### src/rtl/stack_seq_pkg.sv
package stack_seq_pkg;

    localparam int BYTE_W = 8;
    localparam int PC_W   = 2 * BYTE_W;
    localparam int CNT_W  = 2;

    localparam logic [BYTE_W-1:0] OP_PUSH_A  = 8'h48;
    localparam logic [BYTE_W-1:0] OP_PUSH_PS = 8'h08;
    localparam logic [BYTE_W-1:0] OP_PULL_A  = 8'h68;
    localparam logic [BYTE_W-1:0] OP_PULL_PS = 8'h28;
    localparam logic [BYTE_W-1:0] OP_RET_INT = 8'h40;
    localparam logic [BYTE_W-1:0] OP_RET_SUB = 8'h60;

    typedef enum logic [2:0] {
        K_NONE,
        K_PUSH_A,
        K_PUSH_PS,
        K_PULL_A,
        K_PULL_PS,
        K_RET_INT,
        K_RET_SUB
    } kind_e;

    typedef enum logic [1:0] {
        D_ACC,
        D_PS,
        D_PCL,
        D_PCH
    } dest_e;

    typedef enum logic [2:0] {
        S_IDLE,
        S_PUSH_WR,
        S_PUSH_HOLD,
        S_PRE_INC,
        S_READ,
        S_PAD,
        S_FINISH
    } state_e;

    // Where the idx-th pulled byte of an instruction goes.
    function automatic dest_e dest_of(kind_e k, logic [CNT_W-1:0] idx);
        dest_e d;
        unique case (k)
            K_PULL_PS: d = D_PS;
            K_RET_INT: d = (idx == 2'd0) ? D_PS : ((idx == 2'd1) ? D_PCL : D_PCH);
            K_RET_SUB: d = (idx == 2'd0) ? D_PCL : D_PCH;
            default:   d = D_ACC;
        endcase
        return d;
    endfunction

endpackage

### src/rtl/stack_seq_decode.sv
module stack_seq_decode
    import stack_seq_pkg::*;
(
    input  logic [BYTE_W-1:0] opcode,
    output kind_e             kind,
    output logic              legal,
    output logic              is_push,
    output logic [CNT_W-1:0]  pulls
);

    always_comb begin
        unique case (opcode)
            OP_PUSH_A:  kind = K_PUSH_A;
            OP_PUSH_PS: kind = K_PUSH_PS;
            OP_PULL_A:  kind = K_PULL_A;
            OP_PULL_PS: kind = K_PULL_PS;
            OP_RET_INT: kind = K_RET_INT;
            OP_RET_SUB: kind = K_RET_SUB;
            default:    kind = K_NONE;
        endcase
    end

    always_comb begin
        legal   = (kind != K_NONE);
        is_push = (kind == K_PUSH_A) || (kind == K_PUSH_PS);
        unique case (kind)
            K_PULL_A, K_PULL_PS: pulls = 2'd1;
            K_RET_SUB:           pulls = 2'd2;
            K_RET_INT:           pulls = 2'd3;
            default:             pulls = 2'd0;
        endcase
    end

endmodule

### src/rtl/stack_seq_ptr.sv
module stack_seq_ptr
    import stack_seq_pkg::*;
#(
    parameter logic [BYTE_W-1:0] SP_RESET = 8'hFF
) (
    input  logic              clk,
    input  logic              rst_n,
    input  logic              step_up,
    input  logic              step_down,
    output logic [BYTE_W-1:0] sp
);

    always_ff @(posedge clk or negedge rst_n) begin
        if (!rst_n) begin
            sp <= SP_RESET;
        end else if (step_up) begin
            sp <= sp + 1'b1;
        end else if (step_down) begin
            sp <= sp - 1'b1;
        end
    end

    AST_PTR_ONE_DIRECTION: assert property (@(posedge clk) disable iff (!rst_n)
        !(step_up && step_down));

endmodule

### src/rtl/stack_seq_ctrl.sv
module stack_seq_ctrl
    import stack_seq_pkg::*;
(
    input  logic             clk,
    input  logic             rst_n,
    input  logic             start,
    input  kind_e            kind_in,
    input  logic             legal,
    input  logic             is_push,
    input  logic [CNT_W-1:0] pulls_in,
    output kind_e            kind_q,
    output logic             busy,
    output logic             done,
    output logic             sp_up,
    output logic             sp_down,
    output logic             wr_en,
    output logic             cap_en,
    output dest_e            cap_dest
);

    state_e           state, nxt;
    logic [CNT_W-1:0] total_q;
    logic [CNT_W-1:0] issued_q;
    logic [CNT_W-1:0] caught_q;
    logic             pend_q;
    logic             issue;
    logic             last_cap;

    // State register and per-instruction counters
    always_ff @(posedge clk or negedge rst_n) begin
        if (!rst_n) begin
            state    <= S_IDLE;
            kind_q   <= K_NONE;
            total_q  <= '0;
            issued_q <= '0;
            caught_q <= '0;
            pend_q   <= 1'b0;
        end else begin
            state <= nxt;
            if (state == S_IDLE && start && legal) begin
                kind_q   <= kind_in;
                total_q  <= pulls_in;
                issued_q <= '0;
                caught_q <= '0;
                pend_q   <= 1'b0;
            end else if (state == S_READ) begin
                issued_q <= issued_q + CNT_W'(issue);
                caught_q <= caught_q + CNT_W'(cap_en);
                pend_q   <= issue;
            end
        end
    end

    // Next state and control outputs
    always_comb begin
        nxt      = state;
        sp_up    = 1'b0;
        sp_down  = 1'b0;
        wr_en    = 1'b0;
        done     = 1'b0;
        issue    = 1'b0;
        cap_en   = 1'b0;
        last_cap = 1'b0;
        unique case (state)
            S_IDLE: begin
                if (start && legal) begin
                    nxt = is_push ? S_PUSH_WR : S_PRE_INC;
                end
            end
            S_PUSH_WR: begin
                wr_en   = 1'b1;
                sp_down = 1'b1;
                nxt     = S_PUSH_HOLD;
            end
            S_PUSH_HOLD: begin
                nxt = S_FINISH;
            end
            S_PRE_INC: begin
                sp_up = 1'b1;
                nxt   = S_READ;
            end
            S_READ: begin
                issue    = (issued_q < total_q);
                sp_up    = issue && ((issued_q + 2'd1) < total_q);
                cap_en   = pend_q;
                last_cap = pend_q && ((caught_q + 2'd1) == total_q);
                if (last_cap) begin
                    nxt = (kind_q == K_RET_SUB) ? S_PAD : S_FINISH;
                end
            end
            S_PAD: begin
                nxt = S_FINISH;
            end
            S_FINISH: begin
                done = 1'b1;
                nxt  = S_IDLE;
            end
            default: nxt = S_IDLE;
        endcase
    end

    assign busy     = (state != S_IDLE);
    assign cap_dest = dest_of(kind_q, caught_q);

    AST_BUSY_HOLDS: assert property (@(posedge clk) disable iff (!rst_n)
        (busy && !done) |=> busy);
    AST_READ_ORDER: assert property (@(posedge clk) disable iff (!rst_n)
        (cap_en && cap_dest == D_PCL && kind_q == K_RET_INT) |-> $past(cap_en));
    AST_PRE_INC_FIRST: assert property (@(posedge clk) disable iff (!rst_n)
        (state == S_PRE_INC) |=> (state == S_READ && !cap_en));

endmodule

### src/rtl/stack_seq.sv
module stack_seq
    import stack_seq_pkg::*;
#(
    parameter logic [7:0] STACK_PAGE = 8'h01,
    parameter logic [7:0] SP_RESET   = 8'hFF
) (
    input  logic        clk,
    input  logic        rst_n,
    input  logic        start,
    input  logic [7:0]  opcode,
    input  logic [7:0]  acc_in,
    input  logic [7:0]  ps_in,
    input  logic [7:0]  mem_rdata,
    output logic [15:0] mem_addr,
    output logic [7:0]  mem_wdata,
    output logic        mem_we,
    output logic [7:0]  acc_out,
    output logic        acc_we,
    output logic [7:0]  ps_out,
    output logic        ps_we,
    output logic [15:0] pc_out,
    output logic        pc_we,
    output logic [7:0]  sp,
    output logic        busy,
    output logic        done
);

    kind_e            dec_kind;
    kind_e            run_kind;
    logic             dec_legal;
    logic             dec_push;
    logic [CNT_W-1:0] dec_pulls;
    logic             sp_up;
    logic             sp_down;
    logic             cap_en;
    dest_e            cap_dest;
    logic [BYTE_W-1:0] pcl_q;

    stack_seq_decode u_decode (
        .opcode  (opcode),
        .kind    (dec_kind),
        .legal   (dec_legal),
        .is_push (dec_push),
        .pulls   (dec_pulls)
    );

    stack_seq_ctrl u_ctrl (
        .clk      (clk),
        .rst_n    (rst_n),
        .start    (start),
        .kind_in  (dec_kind),
        .legal    (dec_legal),
        .is_push  (dec_push),
        .pulls_in (dec_pulls),
        .kind_q   (run_kind),
        .busy     (busy),
        .done     (done),
        .sp_up    (sp_up),
        .sp_down  (sp_down),
        .wr_en    (mem_we),
        .cap_en   (cap_en),
        .cap_dest (cap_dest)
    );

    stack_seq_ptr #(
        .SP_RESET (SP_RESET)
    ) u_ptr (
        .clk       (clk),
        .rst_n     (rst_n),
        .step_up   (sp_up),
        .step_down (sp_down),
        .sp        (sp)
    );

    // Low PC byte is held until the high byte returns
    always_ff @(posedge clk or negedge rst_n) begin
        if (!rst_n) begin
            pcl_q <= '0;
        end else if (cap_en && cap_dest == D_PCL) begin
            pcl_q <= mem_rdata;
        end
    end

    always_comb begin
        mem_addr  = {STACK_PAGE, sp};
        mem_wdata = (run_kind == K_PUSH_PS) ? ps_in : acc_in;
        acc_out   = mem_rdata;
        ps_out    = mem_rdata;
        acc_we    = cap_en && (cap_dest == D_ACC);
        ps_we     = cap_en && (cap_dest == D_PS);
        pc_we     = cap_en && (cap_dest == D_PCH);
        pc_out    = {mem_rdata, pcl_q} + ((run_kind == K_RET_SUB) ? 16'd1 : 16'd0);
    end

    AST_PUSH_TIMING: assert property (@(posedge clk) disable iff (!rst_n)
        mem_we |=> (!mem_we && !done) ##1 done);
    AST_DONE_PULSE: assert property (@(posedge clk) disable iff (!rst_n)
        done |=> !done);
    AST_STROBES_EXCLUSIVE: assert property (@(posedge clk) disable iff (!rst_n)
        $onehot0({mem_we, acc_we, ps_we, pc_we}));
    AST_ACC_LAST: assert property (@(posedge clk) disable iff (!rst_n)
        acc_we |=> done);
    AST_RTI_PC_LAST: assert property (@(posedge clk) disable iff (!rst_n)
        (pc_we && run_kind == K_RET_INT) |=> done);
    AST_START_ONLY: assert property (@(posedge clk) disable iff (!rst_n)
        $rose(busy) |-> $past(start));

endmodule

### config.mk
export PLATFORM = sky130hd
export DESIGN_NAME = stack_seq
export DESIGN_NICKNAME = d
export VERILOG_FILES = /design/src/rtl/stack_seq_pkg.sv /design/src/rtl/stack_seq_decode.sv /design/src/rtl/stack_seq_ptr.sv /design/src/rtl/stack_seq_ctrl.sv /design/src/rtl/stack_seq.sv
export SDC_FILE = /design/constraint.sdc
export NUM_CORES = 1
export LEC_CHECK = 0
export BUFFER_PORTS_ARGS = -buffer_cell sky130_fd_sc_hd__buf_2
export CAP_MARGIN = 20
export CORE_MARGIN = 3
export CORE_UTILIZATION = 53
export CTS_BUF_LIST = sky130_fd_sc_hd__clkbuf_8
export DETAILED_ROUTE_END_ITERATION = 10
export GPL_ROUTABILITY_DRIVEN = 1
export PLACE_DENSITY = 0.9
export SYNTH_ARGS = -nofsm -noshare
export SYNTH_HDL_FRONTEND = slang
export SYNTH_SLANG_ARGS = --single-unit
### constraint.sdc
create_clock -name clk -period 6.5 [get_ports clk]
set_input_delay 0.65 -clock clk [delete_from_list [all_inputs] [get_ports clk]]
set_output_delay 0.65 -clock clk [all_outputs]
set_load 0.01 [all_outputs]
==> results of run 1 <==
## sequential cells by signal (all words and copies together), names as in the netlist
| register | count |
|---|---|
| u_ctrl.issued_q | 2 |
| u_ctrl.state | 3 |
| u_ctrl.total_q | 2 |
| u_ctrl.pend_q | 1 |
| u_ptr.sp | 8 |
| pcl_q | 8 |
| u_ctrl.caught_q | 2 |
| u_ctrl.kind_q | 3 |
## through the flow
step | total power, mW | util
2_1_floorplan | 0.787 | -
3_3_place_gp | 0.872 | 0.639
3_5_place_dp | 0.895 | 0.639
4_1_cts | 1.04 | 0.659
5_1_grt | 1.14 | 0.659
6_report | 1.04 | 0.659
## cells in the mapped netlist, drive strengths merged (2+ instances only)
cell / n
inv: 6
nor3b: 3
dfstp: 8
a21o: 4
ha: 14
xnor2: 14
dfrtp: 21
nor2b: 4
conb: 2
a211oi: 4
xor2: 11
a31oi: 3
nor3: 5
and3: 4
nor2: 14
o21bai: 2
mux2: 22
a21oi: 15
nand2b: 6
nand3: 8
o21ai: 10
nand2: 17
buf: 36
## layer usage
metal / up-vias / global-route usage / part of all wire
met5: - / 0 / 0
met2: 90 / 0.351 / 0.51
met1: 914 / 0.217 / 0.39
met3: 13 / 0.0262 / 0.078
li1: 980 / - / -
met4: 0 / 0.0984 / 0.026
## cell usage in the layout (no fill, tap or decap), drive strengths merged
cell and n:
or3 1, nand2 17, a21boi 1, a211oi 4, o41ai 1, dfstp 8, a22oi 1, and3b 1
a22o 1, nand2b 6, nor4bb 1, and2 1, conb 8, a21oi 15, and3 4, ha 14
or2 1, nor2b 4, xor2 11, clkbuf 5, mux2i 1, inv 9, nor3 5, a21o 4
mux2 22, or4b 1, nor2 14, buf 96, fa 1, o21bai 2, a31oi 3, xnor2 14
o211ai 1, o22a 1, and4 1, nand3 8, nand3b 1, dfrtp 21, nor3b 3, o21ai 10
## layout make-up
cell class | count | area [µm²]
multi-input cells | 184 | 1350
flip-flops and latches | 29 | 736
inverters | 6 | 22.5
repair buffers | 96 | 480
well taps | 50 | 62.6
clock inverters | 3 | 11.3
fillers | 329 | 1410
clock buffers | 5 | 68.8
## path summary, 6_finish.rpt
kind | startpoint | to | slack [ns] | depth (start not counted)
max reg2reg | u_ctrl.issued_q[1] | u_ptr.sp[7] | 3.17 | 10
min in group clk | u_ctrl.caught_q[1] | u_ctrl.caught_q[1] | 0.49 | 1
min | rst_n | pcl_q[3] | 0.39 | 1
max | u_ctrl.issued_q[1] | u_ptr.sp[7] | 3.17 | 10
min reg2reg | u_ctrl.caught_q[1] | u_ctrl.caught_q[1] | 0.49 | 1
max in group asynchronous | rst_n | pcl_q[0] | 5.69 | 1
## power by group through the flow
stage	Clock (mW)	Combinational, mW	Sequential, mW
detailed placement	0	0.579	0.315
CTS	0.138	0.591	0.312
global placement	0	0.560	0.312
global route	0.145	0.668	0.322
finish	0.136	0.588	0.313
floorplan	0	0.481	0.306
## cell families (layout without fill, tap and decap cells)
group           count (synthesis)  count (layout)  share of synthesized area
simple gates                   69              69                      0.155
compound gates                 44              44                      0.116
buf+inv                        43             110                      0.130
flops                          29              29                      0.310
xor+xnor                       25              25                     0.0924
mux                            23              23                      0.110
fa+ha+maj                      15              15                     0.0824
other cells                     2               8                    0.00317
==> impl_metrics.toml, run 1 <==
[synth]
synthCells = 250
syn-cell-area_um2 = 2370
synth_top_cells_by_area = "dfrtp_1, buf_4, mux2_2, dfstp_2, ha_1"
yosysTopAreaCell = "dfrtp_1"
synth_warnings = 0
synth-seq-area-share = 0.310
avgSynthCellArea_um2 = 9.48
ys_ff_latch = 29
netlist-cell-type-count = 46
async_flop_share = 1.00
synth-main-ff-cell = "dfrtp_1"
synth_edf_count = 0
synth_top_area_frac = 0.222

[final_layout]
areaGrowthSynthToFinish_pct = 15.2
antennaDiodeCount = 0
finalNonFillerCells = 373
drive_gt1_frac = 0.424
fin_area_um2 = 2730
num-nets-final = 372

[power_and_ir_drop]
p_switching_mw = 0.441
power.clock.fraction = 0.131
p_leak_nw = 1.42
seqPwrFrac = 0.302
combPwrFrac = 0.568
peakVddDrop_mv = 0.230
swShare = 0.425
p_int_mw = 0.596
power_density_nw_per_um2 = 380

[clock_tree]
clock-root-buffer = "clkbuf_8"
numCtsBuffers = 5
cts_tree = "yes"
postCtsSetupBuffers = 0
clock_sinks = 29
htreeDepth = 2
cts_resized = 0
clkLatencyLatePin_ns = 0.28
clk_pin_slew_worst_paths_ns = 0.06
cts_max_path_buffers = 2
cts_hold_buf = 0

[critical_path]
path_cells = "ha_1 -> or4b_1 -> a21oi_2 -> a22oi_1 -> ha_1 -> a211oi_1 -> o21bai_1 -> o41ai_1 -> mux2i_1 -> xor2_1"
start_kind = "flip-flop"
crit_type = "flip-flop to flip-flop"
critPathTopFamily = "compound AO/OA/AOI/OAI gates"
crit_buf_inv = 0
cp_slowest_stage_delay_ns = 0.48
worstPathArrival_ns = 3.54
cp_max_fo = 8
endpoint_kind = "flip-flop"
required_ns = 6.70
crit_top_cell = "ha_1"
cp_slowest_cell = "or4b_1"

[timing]
rsz0062_at_grt = "false"
fin_hold_ws_ns = 0.394
slew_violations = 0
setup_ws_ns = 3.17
max_freq_mhz = 300
slew_headroom = 0.510
fin_crit_ns = 3.33
hold_viol_final = 0
min_period_over_period = 0.513
setup_viol = 0
fin_worst_skew_ns = 0.00373
setup_tns_ns = 0
worst_pin_slew_ns = 0.735

[die]
start_util = 0.572
fp.dieH_um = 72.9
rows = 23
io_pins = 105
die_x_um = 72.9
design.die.area_um2 = 5310
core-area_um2 = 4140

[route]
dr_total_vias = 1997
avgViaCountPerCell = 5.35
first_pass_iters = 4
routed_wl_um = 5170
drtIter0Drc = 47
route.detailed.drc = 0
wl_per_cell_um = 13.9
ant_nets = 0

[placed_design]
gp_congestion = 0.867
place_area_um2 = 2650
dp_hpwl_um = 4160
io_buffers = 96
dp.cells = 365
place_ws_ns = 3.20

[global_route]
antenna_found_initial = 0
track_usage = 0.193
grt_pass1_vias = 1774
grt_max_degree = 30
overflow = 0
grt_pass1_wl_um = 7960

[status]
outcome = "finished, final reports clean"

[worst_hold_path]
hold_class = "primary input to async pin"

[run]
cap_violations = 0
Note: power is estimated with default switching activity, not from simulation.
==> inputs of run 2 (changes only) <==
- CORE_UTILIZATION: 53 -> 45
- PLACE_DENSITY: 0.9 -> 0.82
- clock period: 6.5 -> 2.7 ns (I/O delays scaled with it)
==> impl_metrics.toml, run 2 (same netlist as run 1, synthesis figures left out) <==
[status]
outcome = "finished, violations left"
violations = "negative setup slack"

[critical_path]
cp_max_fo = 4
required_ns = 2.90
cp_slowest_stage_delay_ns = 0.50
critPathTopFamily = "compound AO/OA/AOI/OAI gates"
worstPathArrival_ns = 3.09
crit_type = "flip-flop to flip-flop"
cp_slowest_cell = "or4b_4"
regToRegStartpoint = "u_ctrl.issued_q[1]"
start_kind = "flip-flop"
crit_buf_inv = 0
path_cells = "ha_2 -> or4b_4 -> a21oi_4 -> a22oi_2 -> ha_1 -> a211oi_2 -> o21bai_2 -> o41ai_2 -> mux2i_1 -> xor2_1"
endpoint_kind = "flip-flop"
crit_path_start = "u_ctrl.issued_q[1]"

[global_route]
track_usage = 0.179
grt_pass1_wl_um = 8900
antenna_found_initial = 0
met2_usage = 0.334
busiest_layer = "met2"
grt_pass1_vias = 1946
met1_usage = 0.200
grt_max_degree = 30
overflow = 0
grt_util_met3 = 0.0413

[power_and_ir_drop]
p_leak_nw = 1.50
totalPowerFinal_mw = 2.89
power_density_nw_per_um2 = 981
peakVddDrop_mv = 0.837

[clock_tree]
clock-root-buffer = "clkbuf_8"
clock_sinks = 29
clkLatencyLatePin_ns = 0.28
cts_hold_buf = 0
cts_max_path_buffers = 2
htreeDepth = 2
numCtsBuffers = 5
clk_pin_slew_worst_paths_ns = 0.06
cts_tree = "yes"

[placed_design]
place_area_um2 = 2780
dp_hpwl_um = 4220
io_buffers = 96
place_ws_ns = -0.122
gp_congestion = 0.843

[route]
avgViaCountPerCell = 5.03
wl_per_cell_um = 13.8
route.detailed.drc = 0
first_pass_iters = 4
drtIter0Drc = 81
routed_wl_um = 5570
dr_total_vias = 2037
ant_nets = 0

[final_layout]
drive_gt1_frac = 0.494
reg_top3 = "pcl_q: 8 flops, u_ptr.sp: 8 flops"
fillers = 431
fin_area_um2 = 2940
areaGrowthSynthToFinish_pct = 24.2
antennaDiodeCount = 0
layout_commonest_cell = "buf_2"
num-nets-final = 387
final_cell_mix = "buf_2, mux2_2, dfrtp_1, nand2_1"

[timing]
setup_ws_ns = -0.186
rsz0062_at_grt = "true"
worst_pin_slew_ns = 0.652
min_period_over_period = 1.07
slew_headroom = 0.565
fin_worst_skew_ns = 0.00669
hold_viol_final = 0
setup_viol = 2
fin_crit_ns = 2.89
max_freq_mhz = 346
slew_violations = 0

[die]
start_util = 0.483
die_x_um = 78.6
io_pins = 105
core-area_um2 = 4910
fp.dieH_um = 78.6
rows = 25
design.die.area_um2 = 6170

[run]
cap_violations = 0

[worst_hold_path]
hold_class = "primary input to async pin"
## run 2: changes by cell type in the layout (fill, tap and decap cells not counted), moves of 2 or more
cell	delta
a211oi_1	-2
a211oi_2	+2
a21oi_1	-2
buf_4	+14
ha_1	-2
nor2b_1	-2
o21ai_0	-2
o21ai_1	+2
## run 2: final cells by class
cell class / instances / area, µm² / area share
timing repair buffer: 111 / 597 / 0.203
clock inverter: 3 / 11.3 / 0.00382
sequential: 29 / 737 / 0.250
multi-input combinational: 184 / 1420 / 0.484
clock buffer: 5 / 68.8 / 0.0234
tap: 67 / 83.8 / 0.0285
inverter: 6 / 22.5 / 0.00765
## run 2: timing repair
action                                  4_1_cts  5_1_grt
setup buffers                                 0        2
endpoints found under the setup margin        3       11
gates resized for setup                       6       12
pin swaps                                     1        2
endpoints found under the hold margin         0        0
gates cloned                                  0        0
## run 2: report_power, final
group | switching (mW) | total, mW | internal [mW]
Clock | 0.158 | 0.329 | 0.171
Sequential | 0.133 | 0.736 | 0.603
Combinational | 0.913 | 1.82 | 0.911
## run 2: routing by layer
layer / routed length (µm) / up-vias
li1: - / 999
met1: 2230 / 959
met2: 2920 / 72
met3: 351 / 7
met4: 61 / 0
met5: 0 / -
## run 2: worst register-to-register path: stages (launching register included)
cell      delay [ns]
dfrtp_1         0.39
ha_2            0.19
or4b_4          0.50
a21oi_4         0.14
a22oi_2         0.12
ha_1            0.34
a211oi_2        0.26
o21bai_2        0.13
o41ai_2         0.25
mux2i_1         0.29
xor2_1          0.19
## run 2: final timing paths
kind / end / slack [ns] / cells past startpoint
worst max-delay path: u_ptr.sp[7] / -0.19 / 10
worst min-delay path: u_ctrl.state[2] / 0.01 / 1
worst max register to register: u_ptr.sp[7] / -0.19 / 10
worst min register to register: u_ptr.sp[4] / 0.48 / 2
min in group clk: pcl_q[7] / 0.28 / 2
max in group asynchronous: u_ctrl.kind_q[1] / 2.22 / 1
## run 2: through the flow
step           std cells   util  hold WS, ns  TNS, ns
6_report             405  0.599       0.0145   -0.244
5_1_grt              405  0.599       0.0631   -0.464
4_1_cts              403  0.590       0.0355  -0.0593
3_5_place_dp         395  0.566        0.341   -0.122
3_3_place_gp         395  0.566        0.328        0
2_1_floorplan        256      -      -0.0256   -0.115
